**src/rtl/wnv_pkg.sv**
```systemverilog
package wnv_pkg;
  typedef enum logic [1:0] {
    OP_WR_WORK  = 2'd0,
    OP_WR_KEEP  = 2'd1,
    OP_KEEP2WRK = 2'd2,
    OP_WRK2KEEP = 2'd3
  } wnv_op_e;
endpackage

```
**src/rtl/wnv_countdown.sv**
```systemverilog
module wnv_countdown #(
  parameter int CYCLES     = 4,
  parameter bit START_FULL = 1'b0
) (
  input  logic clk,
  input  logic rst_n,
  input  logic load,
  output logic busy,
  output logic done
);
  localparam int CW = $clog2(CYCLES + 1);
  localparam logic [CW-1:0] FULL = CW'(CYCLES);
  localparam logic [CW-1:0] ONE  = CW'(1);

  logic [CW-1:0] cnt;
  logic [CW-1:0] rst_val;

  generate
    if (START_FULL) begin : g_full
      assign rst_val = FULL;
    end else begin : g_empty
      assign rst_val = '0;
    end
  endgenerate

  always_ff @(posedge clk or negedge rst_n) begin
    if (!rst_n) begin
      cnt <= rst_val;
    end else if (cnt != '0) begin
      cnt <= cnt - ONE;
    end else if (load) begin
      cnt <= FULL;
    end
  end

  assign busy = (cnt != '0);
  assign done = (cnt == ONE);
endmodule

```
**src/rtl/wnv_cmd_gate.sv**
```systemverilog
module wnv_cmd_gate
  import wnv_pkg::*;
(
  input  logic       clk,
  input  logic       rst_n,
  input  logic       cmd_valid,
  input  logic [1:0] cmd_op,
  input  logic       init_busy,
  input  logic       store_busy,
  output logic       cmd_ready,
  output logic       acc_wr_work,
  output logic       acc_wr_keep,
  output logic       acc_keep2wrk,
  output logic       acc_wrk2keep,
  output logic       dropped
);
  logic    take;
  wnv_op_e op;

  assign op        = wnv_op_e'(cmd_op);
  assign cmd_ready = !(init_busy || store_busy);
  assign take      = cmd_valid && cmd_ready;

  always_comb begin
    acc_wr_work  = 1'b0;
    acc_wr_keep  = 1'b0;
    acc_keep2wrk = 1'b0;
    acc_wrk2keep = 1'b0;
    if (take) begin
      unique case (op)
        OP_WR_WORK:  acc_wr_work  = 1'b1;
        OP_WR_KEEP:  acc_wr_keep  = 1'b1;
        OP_KEEP2WRK: acc_keep2wrk = 1'b1;
        OP_WRK2KEEP: acc_wrk2keep = 1'b1;
      endcase
    end
  end

  always_ff @(posedge clk or negedge rst_n) begin
    if (!rst_n) begin
      dropped <= 1'b0;
    end else if (cmd_valid && !cmd_ready) begin
      dropped <= 1'b1;
    end
  end
endmodule

```
**src/rtl/wnv_regs.sv**
```systemverilog
module wnv_regs #(
  parameter int WIPER_W = 5
) (
  input  logic               clk,
  input  logic               rst_n,
  input  logic               cold_rst_n,
  input  logic               wr_work,
  input  logic               wr_keep,
  input  logic               keep2wrk,
  input  logic               wrk2keep,
  input  logic               recall_done,
  input  logic               store_done,
  input  logic [WIPER_W-1:0] data,
  output logic [WIPER_W-1:0] work
);
  logic [WIPER_W-1:0] keep;
  logic [WIPER_W-1:0] pend;

  // working register: lost on either reset
  always_ff @(posedge clk or negedge rst_n) begin
    if (!rst_n) begin
      work <= '0;
    end else if (recall_done || keep2wrk) begin
      work <= keep;
    end else if (wr_work) begin
      work <= data;
    end
  end

  // value waiting for the end of the store interval
  always_ff @(posedge clk or negedge rst_n) begin
    if (!rst_n) begin
      pend <= '0;
    end else if (wr_keep) begin
      pend <= data;
    end else if (wrk2keep) begin
      pend <= work;
    end
  end

  // persistent copy: cleared only by the cold reset
  always_ff @(posedge clk or negedge cold_rst_n) begin
    if (!cold_rst_n) begin
      keep <= '0;
    end else if (store_done && rst_n) begin
      keep <= pend;
    end
  end
endmodule

```
**src/rtl/wiper_nv_ctrl.sv**
```systemverilog
module wiper_nv_ctrl #(
  parameter int WIPER_W      = 5,
  parameter int INIT_CYCLES  = 1000,
  parameter int STORE_CYCLES = 600000
) (
  input  logic               clk,
  input  logic               rst_n,
  input  logic               cold_rst_n,
  input  logic               cmd_valid,
  input  logic [1:0]         cmd_op,
  input  logic [WIPER_W-1:0] cmd_data,
  output logic               cmd_ready,
  output logic [WIPER_W-1:0] wiper,
  output logic               init_busy,
  output logic               store_busy,
  output logic               cmd_dropped
);
  logic rst_all_n;
  logic acc_wr_work, acc_wr_keep, acc_keep2wrk, acc_wrk2keep;
  logic recall_done, store_done;

  assign rst_all_n = rst_n & cold_rst_n;

  wnv_cmd_gate u_gate (
    .clk         (clk),
    .rst_n       (rst_all_n),
    .cmd_valid   (cmd_valid),
    .cmd_op      (cmd_op),
    .init_busy   (init_busy),
    .store_busy  (store_busy),
    .cmd_ready   (cmd_ready),
    .acc_wr_work (acc_wr_work),
    .acc_wr_keep (acc_wr_keep),
    .acc_keep2wrk(acc_keep2wrk),
    .acc_wrk2keep(acc_wrk2keep),
    .dropped     (cmd_dropped)
  );

  wnv_countdown #(.CYCLES(INIT_CYCLES), .START_FULL(1'b1)) u_recall (
    .clk  (clk),
    .rst_n(rst_all_n),
    .load (1'b0),
    .busy (init_busy),
    .done (recall_done)
  );

  wnv_countdown #(.CYCLES(STORE_CYCLES), .START_FULL(1'b0)) u_store (
    .clk  (clk),
    .rst_n(rst_all_n),
    .load (acc_wr_keep || acc_wrk2keep),
    .busy (store_busy),
    .done (store_done)
  );

  wnv_regs #(.WIPER_W(WIPER_W)) u_regs (
    .clk        (clk),
    .rst_n      (rst_all_n),
    .cold_rst_n (cold_rst_n),
    .wr_work    (acc_wr_work),
    .wr_keep    (acc_wr_keep),
    .keep2wrk   (acc_keep2wrk),
    .wrk2keep   (acc_wrk2keep),
    .recall_done(recall_done),
    .store_done (store_done),
    .data       (cmd_data),
    .work       (wiper)
  );
endmodule

```
**config.mk**
```make
export PLATFORM = sky130hd
export DESIGN_NAME = wiper_nv_ctrl
export DESIGN_NICKNAME = d
export VERILOG_FILES = /design/src/rtl/wnv_pkg.sv /design/src/rtl/wnv_countdown.sv /design/src/rtl/wnv_cmd_gate.sv /design/src/rtl/wnv_regs.sv /design/src/rtl/wiper_nv_ctrl.sv
export SDC_FILE = /design/constraint.sdc
export NUM_CORES = 1
export LEC_CHECK = 0
export ABC_AREA = 1
export BUFFER_PORTS_ARGS = -buffer_cell sky130_fd_sc_hd__buf_2
export CAP_MARGIN = 20
export CORE_ASPECT_RATIO = 0.9
export CORE_MARGIN = 10
export CORE_UTILIZATION = 35
export DETAILED_ROUTE_END_ITERATION = 8
export SLEW_MARGIN = 20
export SYNTH_ARGS = -nofsm -noshare
export SYNTH_HDL_FRONTEND = slang
export SYNTH_SLANG_ARGS = --single-unit
```
**constraint.sdc**
```tcl
create_clock -name clk -period 1.6 [get_ports clk]
set_input_delay 0.16 -clock clk [delete_from_list [all_inputs] [get_ports clk]]
set_output_delay 0.16 -clock clk [all_outputs]
set_load 0.005 [all_outputs]
```
# --- Word-level counts from Yosys, hierarchy flattened ---
# Index checks and enable logic that the tools add are counted.
op_classes:
  n_mux: 14
  n_eq_ne: 5
  reduce_logical: 13
  bitwise_logic: 1
  n_addsub: 2
op_table:
  columns: ["cell", "count"]
  rows:
  - ["20-bit 2-to-1 mux", 2]
  - ["20-bit by 1-bit == test with 1-bit output, second input constant", 1]
  - ["5-bit 2-to-1 mux", 4]
  - ["20-bit nonzero test", 1]
  - ["20-bit by 1-bit subtractor with 20-bit output, second input constant", 1]
  - ["10-bit by 1-bit == test with 1-bit output, second input constant", 1]
  - ["10-bit nonzero test", 1]
  - ["10-bit by 1-bit subtractor with 10-bit output, second input constant", 1]
  - ["1-bit 2-to-1 mux", 8]
  - ["2-bit nonzero test", 3]
  - ["2-bit == test, second input constant", 2]
  - ["1-bit logical AND", 3]
  - ["1-bit logical OR", 3]
  - ["2-bit by 1-bit == test with 1-bit output, second input constant", 1]
  - ["2-bit zero test", 1]
  - ["1-bit AND", 1]
  - ["1-bit zero test", 1]
word_totals:
  regBits: 46
  input_bits: 11

# --- Longest topological paths before layout ---
# Gate-level depths: netlist (run 1).
logic_depth:
  ltp_word: 8
  ltp_mapped: 11
  depth_no_buf: 11

# --- Hierarchy ---
# From an unflattened synthesis (run 1), not the netlist that was laid out.
hier_totals:
  cells_unflattened: 380
  area_unflattened_um2: 2776.4
by_module_without_submodules:
  columns: ["module", "cells_each", "n_inst", "area_each_um2"]
  rows:
  - ["wnv_countdown (u_store)", 173, 1, 1257.5]
  - ["wnv_regs", 102, 1, 742.0]
  - ["wnv_countdown (u_recall)", 83, 1, 666.9]
  - ["wnv_cmd_gate", 16, 1, 87.6]
  - ["wiper_nv_ctrl", 6, 1, 22.5]

# --- Worst setup path after synthesis (run 1) ---
# Ideal clock, no wire load.
synth_timing:
  kind: "register to register"
  from: "reg u_store.cnt[0]"
  to: "reg u_regs.work[0]"
  t_required_ps: 1482
  arrival_time_ps: 1589
  setup_time_ps: 118
  path_slack_ps: -106
  n_path_buf: 0
  stages_incl_launch_ff: 12
  period_less_slack_ps: 1706
  path_cell_list: "dfrtp_1 inv_1 ha_1 nand2_4 nor2_8 nand2_4 nor2_8 nand3_4 o21ai_4 inv_2 nand2_1 nand2_1"
synth_between:
  elab_chain_len: 7
  elab_cells_between_ends: 9
synth_rtl:
  columns: ["element", "line_no", "rtl"]
  rows:
  - ["from (decl)", "wnv_countdown.sv:15", "logic [CW-1:0] cnt;"]
  - ["from (signal assigned)", "wnv_countdown.sv:28", "cnt <= rst_val;"]
  - ["from (signal assigned)", "wnv_countdown.sv:30", "cnt <= cnt - ONE;"]
  - ["20-bit nonzero test (*)", "wnv_countdown.sv:36", "assign busy = (cnt != '0);"]
  - ["1-bit logical OR (*)", "wnv_cmd_gate.sv:21", "assign cmd_ready = !(init_busy || store_busy);"]
  - ["1-bit zero test (*)", "wnv_cmd_gate.sv:21", null]
  - ["1-bit logical AND (*)", "wnv_cmd_gate.sv:22", "assign take = cmd_valid && cmd_ready;"]
  - ["1-bit 2-to-1 mux", "wnv_cmd_gate.sv:29", "if (take) begin"]
  - ["1-bit logical OR", "wnv_regs.sv:23", "end else if (recall_done || keep2wrk) begin"]
  - ["5-bit 2-to-1 mux / 2-bit nonzero test (equally long branches)", null, null]
  - ["to (signal assigned)", "wnv_regs.sv:24", "work <= keep;"]
  - ["to (signal assigned)", "wnv_regs.sv:26", "work <= data;"]
  - ["to (decl)", "wnv_regs.sv:14", "output logic [WIPER_W-1:0] work"]
# Every way passes the cells marked *; elsewhere a longest branch is shown, timed or not.
# A chain may end at the register's enable or synchronous reset.

# --- Worst setup path after layout (run 1) ---
layout_timing:
  from: "reg u_store.cnt[15]"
  to: "out cmd_ready"
layout_between:
  elab_chain_len: 3
layout_rtl:
  columns: ["element", "line_no", "rtl"]
  rows:
  - ["20-bit nonzero test", "wnv_countdown.sv:36", null]
  - ["1-bit logical OR", "wnv_cmd_gate.sv:21", null]
  - ["1-bit zero test", "wnv_cmd_gate.sv:21", null]
  - ["to (decl)", "wiper_nv_ctrl.sv:12", "output logic cmd_ready,"]
# No other way between the ends.

==> results of run 1 <==
-- synth_stat cells (all sizes together) --
cell type	count
nor3b	1
o31ai	2
nand4	8
xnor2	2
ha	5
nand2	56
a21oi	7
o211ai	5
dfrtp	40
nor3	7
inv	59
o22ai	1
clkbuf	1
xor2	10
nor2	38
o21bai	1
dfstp	6
o21ai	20
nand3	29
buf	1
-- worst paths after layout --
path,endpoint,slack (ps),from,depth (start not counted)
max,cmd_ready,-160,u_store.cnt[15],8
min,u_regs.pend[1],120,rst_n,4
max reg2reg,u_store.cnt[16],-130,u_store.cnt[15],12
min reg2reg,u_gate.dropped,490,u_gate.dropped,1
max in group asynchronous,u_recall.cnt[6],430,cold_rst_n,5
min in group clk,u_regs.work[2],200,cmd_data[2],5
-- what timing repair did --
item | CTS | global route
setup endpoints to repair | 22 | 40
cloned | 1 | 1
hold endpoints to repair | 5 | 0
pin swaps | 12 | 14
resized for setup | 23 | 36
buffers inserted | 15 | 3
hold buffers | 1 | 0
-- layout make-up --
type | instances | share of cell area
Tap cell | 93 | 0.0324
Sequential cell | 46 | 0.322
Clock inverter | 2 | 0.0167
Multi-Input combinational cell | 194 | 0.373
Timing Repair Buffer | 81 | 0.168
Clock buffer | 6 | 0.0230
Inverter | 59 | 0.0644
-- where the power goes --
part                   switching, mW  internal [mW]
Combinational                 0.0538         0.0191
Sequential     0.0000000000000000288           1.16
Clock                          0.416          0.667
-- cell families after synthesis --
| group | synth area share |
|---|---|
| flops | 0.460 |
| compound gates | 0.0890 |
| fa+ha+maj | 0.0249 |
| buf+inv | 0.0940 |
| xor+xnor | 0.0418 |
| simple gates | 0.290 |
-- worst max-delay path: cells and delay by family (launching register included) --
family	cells	cell delay, ps
AND/OR/NAND/NOR	6	720
buffers and inverters	2	170
flip-flops	1	410
-- per-stage QoR --
stage	util	hold WS (ps)	setup slack (ps)	cells
final	0.511	122	-164	481
after global routing	0.511	182	-271	481
after CTS	0.489	96.7	-161	479
after detailed placement	0.437	-8.39	-66.4	454
after global placement	0.437	-8.96	-53.8	454
after floorplan	-	-136	-29.1	299
-- state kept, by name, summed over array words and instances (netlist names) --
register,flops
u_gate.dropped,1
u_recall.cnt,10
u_regs.keep,5
u_regs.pend,5
u_regs.work,5
u_store.cnt,20
-- routing by layer --
| metal | track usage | routed length [µm] | vias to the layer above | share of wire |
|---|---|---|---|---|
| met5 | 0 | 0 | - | 0 |
| met1 | 0.145 | 2870 | 1061 | 0.46 |
| met2 | 0.173 | 3030 | 26 | 0.49 |
| met4 | 0.0500 | 100 | 0 | 0.016 |
| li1 | - | - | 1129 | - |
| met3 | 0.0263 | 202 | 8 | 0.033 |
==> impl_metrics.py, run 1 <==
metrics = {
    "power": {
        "ir_worst_vdd_uv": 316,
        "leakagePower_nw": 1.84,
        "finalPower_mw": 2.32,
        "pwr_density_cell_nw_per_um2": 645,
    },
    "synth": {
        "synth_top_area_frac": 0.398,
        "synth_area_leaders": "dfrtp_1 40%, inv_1 7.9%, nand2_1 7.8%",
        "syn_area_um2": 2520,
        "syn_nets": 315,
        "syn_area_per_cell_um2": 8.42,
        "synth-seq-cells": 46,
        "synth.distinct_cells": 32,
        "yosys.area.top_type": "dfrtp_1",
        "synthCells": 299,
        "seq_area_frac_synth": 0.460,
        "yosysWarnings": 0,
    },
    "run_status": {
        "outcome": "complete, but fails checks",
        "failed_checks": "negative setup slack",
    },
    "global_routing": {
        "grt_pass1_wl_um": 9960,
        "antenna_found_initial": 0,
        "grt_usage": 0.112,
        "grt_pass1_vias": 2173,
        "grt_max_degree": 42,
        "grt_remaining_overflow": 0,
    },
    "routing": {
        "drc": 0,
        "avgRoutedWirePerCell_um": 12.9,
        "first_pass_iters": 4,
        "vias": 2224,
        "drt_iter0_drc": 85,
        "detail-route-antenna-nets": 0,
        "wl_um": 6200,
        "via_per_inst": 4.62,
    },
    "critical_path": {
        "crit_path_max_fanout": 4,
        "slowest_delay_ps": 410,
        "critical_path.most_common_cell": "nor2_4",
        "endpoint_kind": "primary output",
        "critPathKind": "flop to primary output",
        "worstPathCellList": "nor2_2 > nand2_2 > nor2_4 > nand3_4 > nor2_4 > inv_4 > nor2_4 > buf_6",
        "crit_slowest_cell": "dfrtp_1",
        "crit_required_ps": 1440,
        "crit_arrival_ps": 1600,
        "startpoint_type": "flop",
    },
    "timing": {
        "fin_skew_ps": 7.26,
        "fin_crit_ps": 1760,
        "slew_viol_final": 0,
        "setup_tns_ps": -2060,
        "finalSetupViolCount": 23,
        "hold_violations": 0,
        "fin_ws_ps": -164,
        "final.period_utilization": 1.10,
        "rsz0062_at_grt": "true",
        "slew_headroom": 0.650,
        "clock.fmax_ghz": 0.567,
        "worst_slew_pin_slew_ps": 525,
    },
    "floorplanning": {
        "core-area_um2": 7040,
        "start_util": 0.357,
        "ios": 20,
        "fp.dieW_um": 109,
        "die-height_um": 100,
        "row_count": 29,
        "die_area_um2": 11000,
    },
    "finish": {
        "drive_above_1_share": 0.433,
        "fin_area_um2": 3590,
        "antennaDiodeCount": 0,
        "nFillCells": 654,
        "regArea_um2": 1160,
        "multiInputGateArea_um2": 1340,
        "layout_common_cells": "56 x buf_4, 44 x inv_1, 42 x nand2_1, 40 x dfrtp_1, 21 x nand3_1",
        "syn2layout_area_growth_pct": 42.9,
        "final_common_cell": "buf_4",
        "fin_nets": 403,
    },
    "place": {
        "dp_hpwl_um": 4200,
        "place_congestion": 0.796,
        "io_buffer_count": 19,
        "post_dp_cell_area_um2": 3080,
    },
    "clocking": {
        "cts_tree": "yes",
        "cts_root_buffer": "clkbuf_8",
        "cts_buffers": 5,
        "clock_latency_ps": 310,
        "clk_path_buf_depth": 2,
        "htree_levels": 2,
        "cts.sinks": 46,
        "clk_pin_slew_worst_paths_ps": 90,
    },
    "min_path": {
        "hp-class": "input port to async pin",
    },
    "run": {
        "maxCapViolCount": 0,
    },
}
(Power assumes the default switching activity.)
==> inputs of run 2 (changes only) <==
SLEW_MARGIN = 30   (was 20)
clock period = 1.8 ns   (was 1.6 ns; I/O delays follow)
==> run 2 against run 1 <==
The run now ends clean. Cell area down 9.2%. Sequential share of layout area up 3.3 points. Total power down 19%. Combinational power down 18%. Core utilization down 4.7 points. Worst setup slack better by 180 ps. Worst hold slack worse by 43 ps. Clock power down 28%. First-iteration DRC count down 33%. Clock-buffer cell count unchanged. Wire length down 5.1%. Clock skew up 0.52 ps. Critical path type unchanged.
==> impl_metrics.py, run 2 (synthesized netlist as in run 1, its figures left out) <==
metrics = {
    "routing": {
        "drc": 0,
        "drt_iter0_drc": 57,
        "via_per_inst": 4.58,
        "first_pass_iters": 4,
        "wl_um": 5880,
        "detail-route-antenna-nets": 0,
        "avgRoutedWirePerCell_um": 12.7,
        "vias": 2114,
    },
    "floorplanning": {
        "core-area_um2": 7040,
        "row_count": 29,
        "die_area_um2": 11000,
        "fp.dieW_um": 109,
        "start_util": 0.357,
        "die-height_um": 100,
        "ios": 20,
    },
    "place": {
        "dp_hpwl_um": 3950,
        "place_congestion": 0.807,
        "post_dp_cell_area_um2": 2800,
        "io_buffer_count": 19,
        "placed_cells": 420,
    },
    "finish": {
        "final_common_cell": "inv_1",
        "drive_above_1_share": 0.325,
        "syn2layout_area_growth_pct": 29.7,
        "layout_common_cells": "51 x inv_1, 50 x nand2_1, 41 x buf_4, 40 x dfrtp_1, 24 x nand3_1",
        "fin_area_um2": 3260,
        "antennaDiodeCount": 0,
        "post-route-util": 0.464,
        "nFillCells": 686,
        "largest_reg_flops": 20,
        "regMostFlops": "u_store.cnt",
        "fin_nets": 384,
        "top_regs": "u_store.cnt x20, u_recall.cnt x10",
        "stdcell_count": 462,
    },
    "timing": {
        "worst_slew_pin_slew_ps": 550,
        "clock.fmax_ghz": 0.561,
        "fin_skew_ps": 7.78,
        "slew_viol_final": 0,
        "hold_violations": 0,
        "fin_crit_ps": 1780,
        "finalSetupViolCount": 0,
        "hold_ws_ps": 78.6,
        "slew_headroom": 0.633,
        "rsz0062_at_grt": "true",
        "final.period_utilization": 0.990,
    },
    "critical_path": {
        "rr_worst_depth": 11,
        "worstPathCellList": "nor2_2 > nand2_2 > nor2_4 > nand3_2 > nor2_2 > inv_2 > nor2_4 > buf_2",
        "slowest_delay_ps": 400,
        "crit_arrival_ps": 1600,
        "crit_path_max_fanout": 4,
        "crit_required_ps": 1620,
        "path_buf_inv": 2,
        "reg2reg_from": "u_store.cnt[14]",
        "r2r_setup_slack_ps": 30,
        "critPathKind": "flop to primary output",
        "path_delay_family": "simple AND/OR/NAND/NOR gates",
        "startpoint_type": "flop",
        "crit_slowest_cell": "dfrtp_1",
        "r2r-end": "u_regs.work[3]",
        "endpoint_kind": "primary output",
    },
    "power": {
        "p_int_mw": 1.46,
        "p_sw_mw": 0.409,
        "p_seq_frac": 0.551,
        "leakagePower_nw": 1.74,
        "ir_worst_vdd_uv": 366,
        "swShare": 0.218,
        "pwr-share-clk": 0.417,
        "pwr_density_cell_nw_per_um2": 574,
        "power_frac_comb": 0.032,
    },
    "global_routing": {
        "grt_usage": 0.112,
        "grt_pass1_vias": 2140,
        "grt_remaining_overflow": 0,
        "grt_max_degree": 42,
        "grt_pass1_wl_um": 10100,
        "antenna_found_initial": 0,
    },
    "clocking": {
        "clk_pin_slew_worst_paths_ps": 90,
        "cts.sinks": 46,
        "htree_levels": 2,
        "cts_buffers": 5,
        "cts_root_buffer": "clkbuf_8",
        "clock_latency_ps": 300,
        "clk_path_buf_depth": 2,
        "cts_tree": "yes",
    },
    "min_path": {
        "hp-class": "input port to async pin",
    },
    "run_status": {
        "outcome": "completed",
    },
    "run": {
        "maxCapViolCount": 0,
    },
}
==> run 2: metrics by stage <==
stage | TNS (ps) | worst slack, ps | power, mW
finish | 0 | 18.5 | 1.87
global route | -581 | -85.9 | 1.94
CTS | 0 | 1.72 | 1.89
detailed placement | 0 | 32.3 | 1.11
global placement | 0 | 78.6 | 1.11
floorplan | 0 | 84.6 | 1.08
==> run 2: worst min-delay path: stages <==
cell     delay (ps)
buf_2            70
nand2_1          40
inv_1            80
buf_4           460
==> run 2: how the worst max path moves through the flow <==
| stage | start | endpoint | slack (ps) | cells past startpoint |
|---|---|---|---|---|
| CTS | u_store.cnt[8] | cmd_ready | 2 | 8 |
| finish | u_store.cnt[14] | cmd_ready | 20 | 8 |
| floorplan | rst_n | u_regs.keep[0] | 80 | 5 |
| detailed placement | u_store.cnt[0] | u_regs.work[0] | 30 | 11 |
| global placement | u_store.cnt[0] | u_regs.work[4] | 80 | 11 |
| global route | u_store.cnt[9] | u_regs.work[2] | -90 | 11 |
==> run 2: repair_timing <==
| item | CTS | global route |
|---|---|---|
| endpoints found under the setup margin | 2 | 29 |
| endpoints found under the hold margin | 5 | 0 |
| pin swaps | 9 | 13 |
| setup buffers | 23 | 11 |
| hold buffers | 1 | 0 |
| gates resized for setup | 9 | 18 |
==> run 2: area by class of cell <==
| type | count | area [µm²] | area share |
|---|---|---|---|
| Clock buffer | 6 | 72.6 | 0.0222 |
| Inverter | 59 | 221 | 0.0678 |
| Sequential cell | 46 | 1160 | 0.355 |
| Timing Repair Buffer | 64 | 447 | 0.137 |
| Clock inverter | 2 | 37.5 | 0.0115 |
| Multi-Input combinational cell | 192 | 1210 | 0.371 |
| Tap cell | 93 | 116 | 0.0356 |
==> run 2: power groups by stage <==
stage | Sequential [mW] | Combinational, mW | Clock [mW]
3_3_place_gp | 1.05 | 0.0604 | 0
2_1_floorplan | 1.05 | 0.0295 | 0
3_5_place_dp | 1.05 | 0.0603 | 0
4_1_cts | 1.03 | 0.0624 | 0.795
5_1_grt | 1.03 | 0.0698 | 0.833
6_report | 1.03 | 0.0596 | 0.781
==> run 2: per-layer routing <==
metal / vias up / global-route usage / part of all wire
li1: 1082 / - / -
met1: 995 / 0.151 / 0.49
met2: 25 / 0.172 / 0.46
met3: 12 / 0.0231 / 0.023
met4: 0 / 0.0430 / 0.030
met5: - / 0 / 0
